===== src/rtl/mbox_pkg.sv =====
package mbox_pkg;
  localparam int unsigned ADDR_W  = 10;
  localparam int unsigned DATA_W  = 32;
  localparam int unsigned HALF    = 16;
  localparam int unsigned NPROC   = 2;
  localparam logic [1:0]  OFF_EN  = 2'd0;
  localparam logic [1:0]  OFF_MSK = 2'd1;
  localparam logic [1:0]  OFF_SC  = 2'd2;
  localparam logic [1:0]  OFF_ST  = 2'd3;
  localparam logic [7:0]  CFG_WORD = 8'hFC;
  localparam logic [7:0]  VER_WORD = 8'hFD;
endpackage


===== src/rtl/mbox_bank.sv =====
module mbox_bank
  import mbox_pkg::*;
#(
  parameter int unsigned N = 16
) (
  input  logic              clk,
  input  logic              rst_n,
  input  logic              wr_en,
  input  logic [1:0]        reg_sel,
  input  logic [DATA_W-1:0] wdata,
  output logic              rx_en,
  output logic              tx_en,
  output logic [N-1:0]      rx_mask,
  output logic [N-1:0]      tx_mask,
  output logic [N-1:0]      set_req,
  output logic [N-1:0]      clr_req
);
  logic          en_we, msk_we, sc_we;
  logic          rx_en_d, tx_en_d;
  logic [N-1:0]  rx_mask_d, tx_mask_d;

  always_comb begin
    en_we     = wr_en && (reg_sel == OFF_EN);
    msk_we    = wr_en && (reg_sel == OFF_MSK);
    sc_we     = wr_en && (reg_sel == OFF_SC);
    rx_en_d   = wdata[0];
    tx_en_d   = wdata[HALF];
    rx_mask_d = wdata[N-1:0];
    tx_mask_d = wdata[HALF +: N];
    set_req   = sc_we ? wdata[HALF +: N] : '0;
    clr_req   = sc_we ? wdata[N-1:0] : '0;
  end

  always_ff @(posedge clk or negedge rst_n) begin
    if (!rst_n) begin
      rx_en <= 1'b0;
      tx_en <= 1'b0;
    end else if (en_we) begin
      rx_en <= rx_en_d;
      tx_en <= tx_en_d;
    end
  end

  always_ff @(posedge clk or negedge rst_n) begin
    if (!rst_n) begin
      rx_mask <= '0;
      tx_mask <= '0;
    end else if (msk_we) begin
      rx_mask <= rx_mask_d;
      tx_mask <= tx_mask_d;
    end
  end

  AST_MASK_HOLD: assert property (@(posedge clk) disable iff (!rst_n)
    !msk_we |=> ($stable(rx_mask) && $stable(tx_mask)));
  AST_EN_HOLD: assert property (@(posedge clk) disable iff (!rst_n)
    !en_we |=> ($stable(rx_en) && $stable(tx_en)));
endmodule


===== src/rtl/mbox_flags.sv =====
module mbox_flags #(
  parameter int unsigned N = 16
) (
  input  logic         clk,
  input  logic         rst_n,
  input  logic [N-1:0] set_req,
  input  logic [N-1:0] clr_req,
  output logic [N-1:0] flag
);
  logic [N-1:0] flag_d;
  logic         upd;

  always_comb begin
    upd    = |(set_req | clr_req);
    flag_d = (flag & ~clr_req) | set_req;
  end

  always_ff @(posedge clk or negedge rst_n) begin
    if (!rst_n)   flag <= '0;
    else if (upd) flag <= flag_d;
  end

  AST_SET_WINS: assert property (@(posedge clk) disable iff (!rst_n)
    (|set_req) |=> ((flag & $past(set_req)) == $past(set_req)));
  AST_CLR_TAKES: assert property (@(posedge clk) disable iff (!rst_n)
    (|(clr_req & ~set_req)) |=> ((flag & $past(clr_req & ~set_req)) == '0));
  AST_FLAG_HOLD: assert property (@(posedge clk) disable iff (!rst_n)
    (set_req == '0 && clr_req == '0) |=> $stable(flag));
endmodule


===== src/rtl/mbox_irq.sv =====
module mbox_irq #(
  parameter int unsigned N = 16
) (
  input  logic         clk,
  input  logic         rst_n,
  input  logic         rx_en,
  input  logic         tx_en,
  input  logic [N-1:0] rx_mask,
  input  logic [N-1:0] tx_mask,
  input  logic [N-1:0] own_flag,
  input  logic [N-1:0] peer_flag,
  output logic         rx_irq,
  output logic         tx_irq
);
  logic [N-1:0] rx_pend, tx_pend;

  always_comb begin
    rx_pend = peer_flag & ~rx_mask;
    tx_pend = ~own_flag & ~tx_mask;
    rx_irq  = rx_en && (|rx_pend);
    tx_irq  = tx_en && (|tx_pend);
  end

  AST_RX_GATED: assert property (@(posedge clk) disable iff (!rst_n)
    !rx_en |-> !rx_irq);
  AST_TX_GATED: assert property (@(posedge clk) disable iff (!rst_n)
    !tx_en |-> !tx_irq);
  AST_RX_MASKED: assert property (@(posedge clk) disable iff (!rst_n)
    (rx_mask == '1) |-> !rx_irq);
endmodule


===== src/rtl/mbox_flag_ctrl.sv =====
module mbox_flag_ctrl
  import mbox_pkg::*;
#(
  parameter int unsigned N         = 16,
  parameter logic [3:0]  VER_MAJOR = 4'd2,
  parameter logic [3:0]  VER_MINOR = 4'd1
) (
  input  logic              clk,
  input  logic              rst_n,
  input  logic              p0_sel,
  input  logic              p0_wr,
  input  logic [ADDR_W-1:0] p0_addr,
  input  logic [DATA_W-1:0] p0_wdata,
  output logic [DATA_W-1:0] p0_rdata,
  input  logic              p1_sel,
  input  logic              p1_wr,
  input  logic [ADDR_W-1:0] p1_addr,
  input  logic [DATA_W-1:0] p1_wdata,
  output logic [DATA_W-1:0] p1_rdata,
  output logic              p0_rx_irq,
  output logic              p0_tx_irq,
  output logic              p1_rx_irq,
  output logic              p1_tx_irq
);
  logic              rst_q1, rst_q2;
  logic [NPROC-1:0]  sel_a, wr_a, wr_hit, rx_en, tx_en, rx_irq, tx_irq;
  logic [ADDR_W-1:0] addr_a  [NPROC];
  logic [DATA_W-1:0] wdata_a [NPROC];
  logic [DATA_W-1:0] rdata_a [NPROC];
  logic [N-1:0]      rx_mask [NPROC];
  logic [N-1:0]      tx_mask [NPROC];
  logic [N-1:0]      set_req [NPROC];
  logic [N-1:0]      clr_req [NPROC];
  logic [N-1:0]      flag    [NPROC];

  always_ff @(posedge clk or negedge rst_n) begin
    if (!rst_n) begin
      rst_q1 <= 1'b0;
      rst_q2 <= 1'b0;
    end else begin
      rst_q1 <= 1'b1;
      rst_q2 <= rst_q1;
    end
  end

  always_comb begin
    sel_a      = {p1_sel, p0_sel};
    wr_a       = {p1_wr, p0_wr};
    addr_a[0]  = p0_addr;
    addr_a[1]  = p1_addr;
    wdata_a[0] = p0_wdata;
    wdata_a[1] = p1_wdata;
    p0_rdata   = rdata_a[0];
    p1_rdata   = rdata_a[1];
    p0_rx_irq  = rx_irq[0];
    p0_tx_irq  = tx_irq[0];
    p1_rx_irq  = rx_irq[1];
    p1_tx_irq  = tx_irq[1];
  end

  for (genvar p = 0; p < NPROC; p++) begin : g_proc
    localparam int unsigned PEER = NPROC - 1 - p;
    logic       bank_b;
    logic [1:0] word_off;
    logic       in_banks;

    always_comb begin
      in_banks  = (addr_a[p][ADDR_W-1:5] == '0) && (addr_a[p][1:0] == 2'b00);
      bank_b    = addr_a[p][4];
      word_off  = addr_a[p][3:2];
      wr_hit[p] = sel_a[p] && wr_a[p] && in_banks && (bank_b == p[0]);
    end

    always_comb begin
      rdata_a[p] = '0;
      if (sel_a[p] && !wr_a[p]) begin
        if (in_banks) begin
          case (word_off)
            OFF_EN: begin
              rdata_a[p][0]    = rx_en[bank_b];
              rdata_a[p][HALF] = tx_en[bank_b];
            end
            OFF_MSK: begin
              rdata_a[p][N-1:0]     = rx_mask[bank_b];
              rdata_a[p][HALF +: N] = tx_mask[bank_b];
            end
            OFF_ST:  rdata_a[p][N-1:0] = flag[bank_b];
            default: rdata_a[p] = '0;
          endcase
        end else if (addr_a[p][ADDR_W-1:2] == CFG_WORD && addr_a[p][1:0] == 2'b00) begin
          rdata_a[p][7:0] = 8'(N);
        end else if (addr_a[p][ADDR_W-1:2] == VER_WORD && addr_a[p][1:0] == 2'b00) begin
          rdata_a[p][7:0] = {VER_MAJOR, VER_MINOR};
        end
      end
    end

    mbox_bank #(.N(N)) u_bank (
      .clk(clk), .rst_n(rst_q2), .wr_en(wr_hit[p]), .reg_sel(word_off),
      .wdata(wdata_a[p]), .rx_en(rx_en[p]), .tx_en(tx_en[p]),
      .rx_mask(rx_mask[p]), .tx_mask(tx_mask[p]),
      .set_req(set_req[p]), .clr_req(clr_req[p])
    );

    mbox_flags #(.N(N)) u_flags (
      .clk(clk), .rst_n(rst_q2), .set_req(set_req[p]),
      .clr_req(clr_req[PEER]), .flag(flag[p])
    );

    mbox_irq #(.N(N)) u_irq (
      .clk(clk), .rst_n(rst_q2), .rx_en(rx_en[p]), .tx_en(tx_en[p]),
      .rx_mask(rx_mask[p]), .tx_mask(tx_mask[p]),
      .own_flag(flag[p]), .peer_flag(flag[PEER]),
      .rx_irq(rx_irq[p]), .tx_irq(tx_irq[p])
    );

    AST_SC_READS_ZERO: assert property (@(posedge clk) disable iff (!rst_q2)
      (sel_a[p] && !wr_a[p] && in_banks && word_off == OFF_SC) |-> (rdata_a[p] == '0));
    AST_FOREIGN_WR_IGNORED: assert property (@(posedge clk) disable iff (!rst_q2)
      (sel_a[p] && wr_a[p] && in_banks && bank_b != p[0]) |-> !wr_hit[p]);
  end
endmodule


===== config.mk =====
export PLATFORM = sky130hd
export DESIGN_NAME = mbox_flag_ctrl
export DESIGN_NICKNAME = d
export VERILOG_FILES = /design/src/rtl/mbox_pkg.sv /design/src/rtl/mbox_bank.sv /design/src/rtl/mbox_flags.sv /design/src/rtl/mbox_irq.sv /design/src/rtl/mbox_flag_ctrl.sv
export SDC_FILE = /design/constraint.sdc
export NUM_CORES = 1
export LEC_CHECK = 0
export ABC_AREA = 1
export BUFFER_PORTS_ARGS = -buffer_cell sky130_fd_sc_hd__buf_2
export CAP_MARGIN = 25
export CORE_MARGIN = 3
export CORE_UTILIZATION = 51
export CTS_BUF_LIST = sky130_fd_sc_hd__clkbuf_4
export DETAILED_ROUTE_END_ITERATION = 16
export GPL_TIMING_DRIVEN = 0
export PLACE_DENSITY = 0.8
export SYNTH_ARGS = -nofsm -noshare
export SYNTH_HDL_FRONTEND = slang
export SYNTH_SLANG_ARGS = --single-unit

===== constraint.sdc =====
create_clock -name clk -period 2.8 [get_ports clk]
set_input_delay 0.56 -clock clk [delete_from_list [all_inputs] [get_ports clk]]
set_output_delay 0.56 -clock clk [all_outputs]
set_load 0.005 [all_outputs]

# == Word level (Yosys, flattened, before mapping) ==
# Cells that the tools add are included.
# word_totals
reg_bits,102
elab_cells,133
inputBits,90
output_inout_bits,68
# op_classes
reduce_logical,38
n_mux,48
order_cmp,4
eq_ne,10
bitwise_logic,21
# op_table
operator,n
$mux 16,22
$not 16->16,8
$and 16x16->16,6
$reduce_or 16->1,6
$mux 32,2
$or 16x16->16,4
$pmux 15 s2,2
$mux 24,2
$eq 8x8->1 const B,4
$mux 15,2
$logic_and 1x1->1,24
$mux 6,4
$mux 8,2
$logic_not 5->1,2
$eq 2x2->1 const B,4
$logic_not 2->1,4
$mux 1,8
$pmux 1 s3,2
$eq 2x1->1 const B,2
$ge 2x2->1 const B,2
$lt 1x2->1 const B,2
$not 1->2,2
$pmux 1 s2,2
$logic_not 1->1,2
$not 1->1,1

# == Longest topological paths before layout ==
# depth
word_depth,9
ltp_mapped,9

# == Modules after synthesis ==
# From an unflattened synthesis, not the netlist that was laid out.
# unflattened
hier_cells,1297
area_unflattened_um2,7905.1
# by_module_without_submodules
module,instances,area_each_um2,cells_per_inst
mbox_bank,2,1771.7,223
mbox_flag_ctrl,1,2254.7,473
mbox_flags,2,640.6,80
mbox_irq,2,412.9,109

# == Worst setup path before layout ==
# Ideal clock, no wire load.
# synth_path
path_kind,input -> output
startpoint,input p0_addr[1]
endpoint,output p0_rdata[21]
arrival_ns,1.482
path_stages,8
path_slack_ns,0.758
cell_sequence,nor2_1 nand2_1 nor2_8 nand2_4 clkinv_2 nand3_4 buf_6 nor2_1
# synth_between
elab_chain_len,4
# synth_lines
element,line_no,source
start: declaration,mbox_flag_ctrl.sv:12,"input logic [ADDR_W-1:0] p0_addr,"
$logic_not 2->1,mbox_flag_ctrl.sv:68,in_banks = (addr_a[p][ADDR_W-1:5] == '0) && (addr_a[p][1:0] == 2'b00);
$logic_and 1x1->1,mbox_flag_ctrl.sv:68,
$mux 24,mbox_flag_ctrl.sv:77,if (in_banks) begin
$mux 32,mbox_flag_ctrl.sv:76,if (sel_a[p] && !wr_a[p]) begin
end: declaration,mbox_flag_ctrl.sv:14,"output logic [DATA_W-1:0] p0_rdata,"
# No other way between the ends.

# == Worst setup path after layout ==
# layout_path
startpoint,input p0_addr[4]
endpoint,output p0_rdata[6]
# layout_between
elab_chain_len,7
# layout_lines
element,line_no,source
$not 1->2 (implied by the code) *,"mbox_flag_ctrl.sv:84, mbox_flag_ctrl.sv:87",
$mux 16 (on tied branches) (3 in a row),"mbox_flag_ctrl.sv:87, mbox_flag_ctrl.sv:84",
$pmux 15 s2 *,mbox_flag_ctrl.sv:78,case (word_off)
$mux 8 *,mbox_flag_ctrl.sv:77,
$mux 32 *,mbox_flag_ctrl.sv:76,
# Mark *: on every way between the ends. The rest lies on a longest branch, timed or not. The select of a mux whose other input is x is not followed.

==> metrics <==
status finished clean; Worst Hold Class in2reg; number of flops mapped to enable cells by yosys 0; multi-input logic area around 3300 µm²; CTS Buf Count 9; DRT Pass-1 Iters 5; Reg-to-Reg Start rst_q2$_DFF_PN0_; top-count cell post-synth nand2_1; global-route wire length before repair between 40 and 50 mm; number of top-level pins 158; Final Max Tran Viols 0; cell taking the most area after synthesis dfrtp_1; Setup TNS 0 ns; slowest cell on the critical path clkbuf_1; post-synth top area share between 30% and 40%; initial core utilization roughly 53%; dpl hpwl between 20 and 25 mm; Post-Syn Area approximately 6800 µm²; row cnt 41; FILL cells about 1.3k; post-CTS sizing 0; Post-Route WL 26.62 mm; height of the chip ~120 µm; nets 1295; Tcrit/Tclk final between 90 and 100%; Sequential Power Share a little over half; Critical path origin p0_addr[4]; non-filler instance count after layout roughly 1.4k; Setup crit start kind primary input; Pint 1.914 mW; share of cells above drive strength 1 approximately a fifth; Seq/Total Area, Yosys between 30% and 40%; Worst Path Required approximately 2.2 ns; Layout Skew approximately 0.022 ns; Sw Ratio ~31%; Power Density around 350 nW/µm²; worst skew pair latency 0.50 ns; synth top area cells dfrtp_1 (38%), nand2_1 (14%), inv_1 (8.8%); WL/cell approximately 19 µm; CP top delay family buffers and inverters; fmax 377.9 MHz; Sink Count ~100; Yosys warnings 0; CTS root buffer clkbuf_4; Crit path top cell by count buf_2; cell count after synthesis a little over 1k; max_cap viols 0; synth-to-layout area growth 17.54%; Via Count between 7k and 8k; vias in the first global route between 7k and 8k; crit path time final 2.646 ns; Worst Path Buf+Inv 5; Post-DRT Antenna Nets 0; synthesized area per cell 6.533 µm²; Setup CP Type in2out; top post-synthesis cells by count nand2_1 (254), inv_1 (158), o21ai_0 (112); hold_buf cts 1; total gr overflow 0; worst slew pin tran 1.016 ns; CTS tree yes; clk buf depth 2; maximum VDD drop approximately 0.00035 V; Synth Flop Type dfrtp_1; Setup Buffers After CTS 0; die area 14690 µm²; htree depth 3; library cells used by synthesis 28; Antenna diodes 0; critical-path cell list buf_2, buf_2, clkbuf_1, a21oi_1, o22ai_1, inv_1, nor2_1, buf_2; via/cell ratio 5.742; DR iter-0 viols between 1k and 1.5k; relative slew slack about 32%; share of total power in combinational logic around 14%; clock network fraction of design power roughly a third; crit end category output pin; DRC Markers 0; Syn Nets roughly 1.1k; Tot GR Track Use 36.13%; slowest cell delay on critical path 0.52 ns; leakage roughly 4.2 nW; hold_sp p1_wdata[18]; final hold vios 0; Die Width about 120 µm; routability cong. ~1; register area between 2000 and 3000 µm²; post-synthesis register bit count between 100 and 150; Core Box Area around 13000 µm²; pin count of the biggest net entering global routing 57; CP arrival approximately 2.1 ns; Sw Pwr ~0.86 mW; initial antenna violation count 0; asr flop ratio synth 100.0%; Setup-failing EPs final 0; placed instance count roughly 1.4k; Port Buf Inserts 156; Worst-path clk slew around 0.18 ns; Crit Path Max Fanout 10; RSZ-0062 raised after global routing false
-- layer usage --
layer / up-vias / wire length (µm) / track usage, %
li1: 3682 / - / -
met1: 3591 / 10650 / 51.28
met2: 588 / 11500 / 53.84
met3: 75 / 3512 / 8.298
met4: 0 / 960 / 13.87
met5: - / 0 / 0
-- cell type report --
class                   count  share of cell area [%]
clock inverters             5                  0.8493
well taps                 172                   2.705
plain buffers              58                   3.444
clock buffers              11                   1.038
flip-flops and latches    102                   32.13
multi-input cells         716                   41.98
repair buffers            158                   10.29
inverters                 160                   7.565
-- placed cells by master (no fill, tap or decap), types with 2 or more instances in the layout --
cell	netlist	routed
nor2_2	9	9
or2_2	6	6
o21ai_0	112	112
o21ai_1	64	64
o22ai_1	9	9
dfrtp_1	102	101
nand4_1	66	66
nor2_4	2	2
nor2_1	101	101
clkbuf_1	17	17
clkinv_4	0	2
clkbuf_4	0	11
buf_1	3	3
nand2_1	254	254
nand3_1	12	12
buf_2	36	192
nor3_1	2	2
a21oi_1	65	65
inv_1	158	158
o211ai_1	6	6
nand3_4	3	3
-- registers in the layout, summed over array words and instances, names as in the netlist --
| signal | count |
|---|---|
| g_proc.u_bank.rx_mask | 32 |
| rst_q1 | 1 |
| rst_q2 | 1 |
| g_proc.u_bank.rx_en | 2 |
| g_proc.u_flags.flag | 32 |
| g_proc.u_bank.tx_mask | 32 |
| g_proc.u_bank.tx_en | 2 |
-- per-stage QoR --
stage	area [µm²]	power [mW]	util [%]	setup slack, ns	hold slack [ns]
2_1_floorplan	6769	1.730	-	0.7575	0.2644
3_3_place_gp	7765	1.904	60.79	0.1913	0.3346
3_5_place_dp	7795	1.912	61.02	0.2108	0.3381
4_1_cts	7955	2.749	62.28	0.2023	0.2698
5_1_grt	7955	2.857	62.28	0.04392	0.2624
6_report	7955	2.771	62.28	0.1538	0.2784
-- kinds of logic after synthesis --
group                  after synthesis  synth area share (%)
and+or+nand+nor                    459                 29.97
AOI/OAI and AO/OA                  256                 19.32
buffers and inverters              218                 12.94
DFF                                102                 37.71
other                                1               0.05541
-- power groups by stage --
stage | registers, mW | logic [mW] | clock network [mW]
after floorplan | 1.54 | 0.188 | 0
after global placement | 1.56 | 0.348 | 0
after detailed placement | 1.54 | 0.370 | 0
after CTS | 1.51 | 0.373 | 0.861
after global routing | 1.52 | 0.417 | 0.920
final | 1.52 | 0.385 | 0.871
-- worst paths after layout --
kind,cells after the start,endpoint,slack (ns)
setup reg to reg,1,g_proc[0].u_flags.flag[8]$_DFFE_PN0P_,1.69
max in group asynchronous,1,g_proc[0].u_flags.flag[8]$_DFFE_PN0P_,1.69
min in group asynchronous,2,rst_q2$_DFF_PN0_,0.32
hold reg to reg,0,g_proc[1].u_flags.flag[0]$_DFFE_PN0P_,0.37
hold / removal,3,g_proc[1].u_bank.tx_mask[2]$_DFFE_PN0P_,0.28
setup / recovery,8,p0_rdata[6],0.15
(Power assumes the default switching activity.)
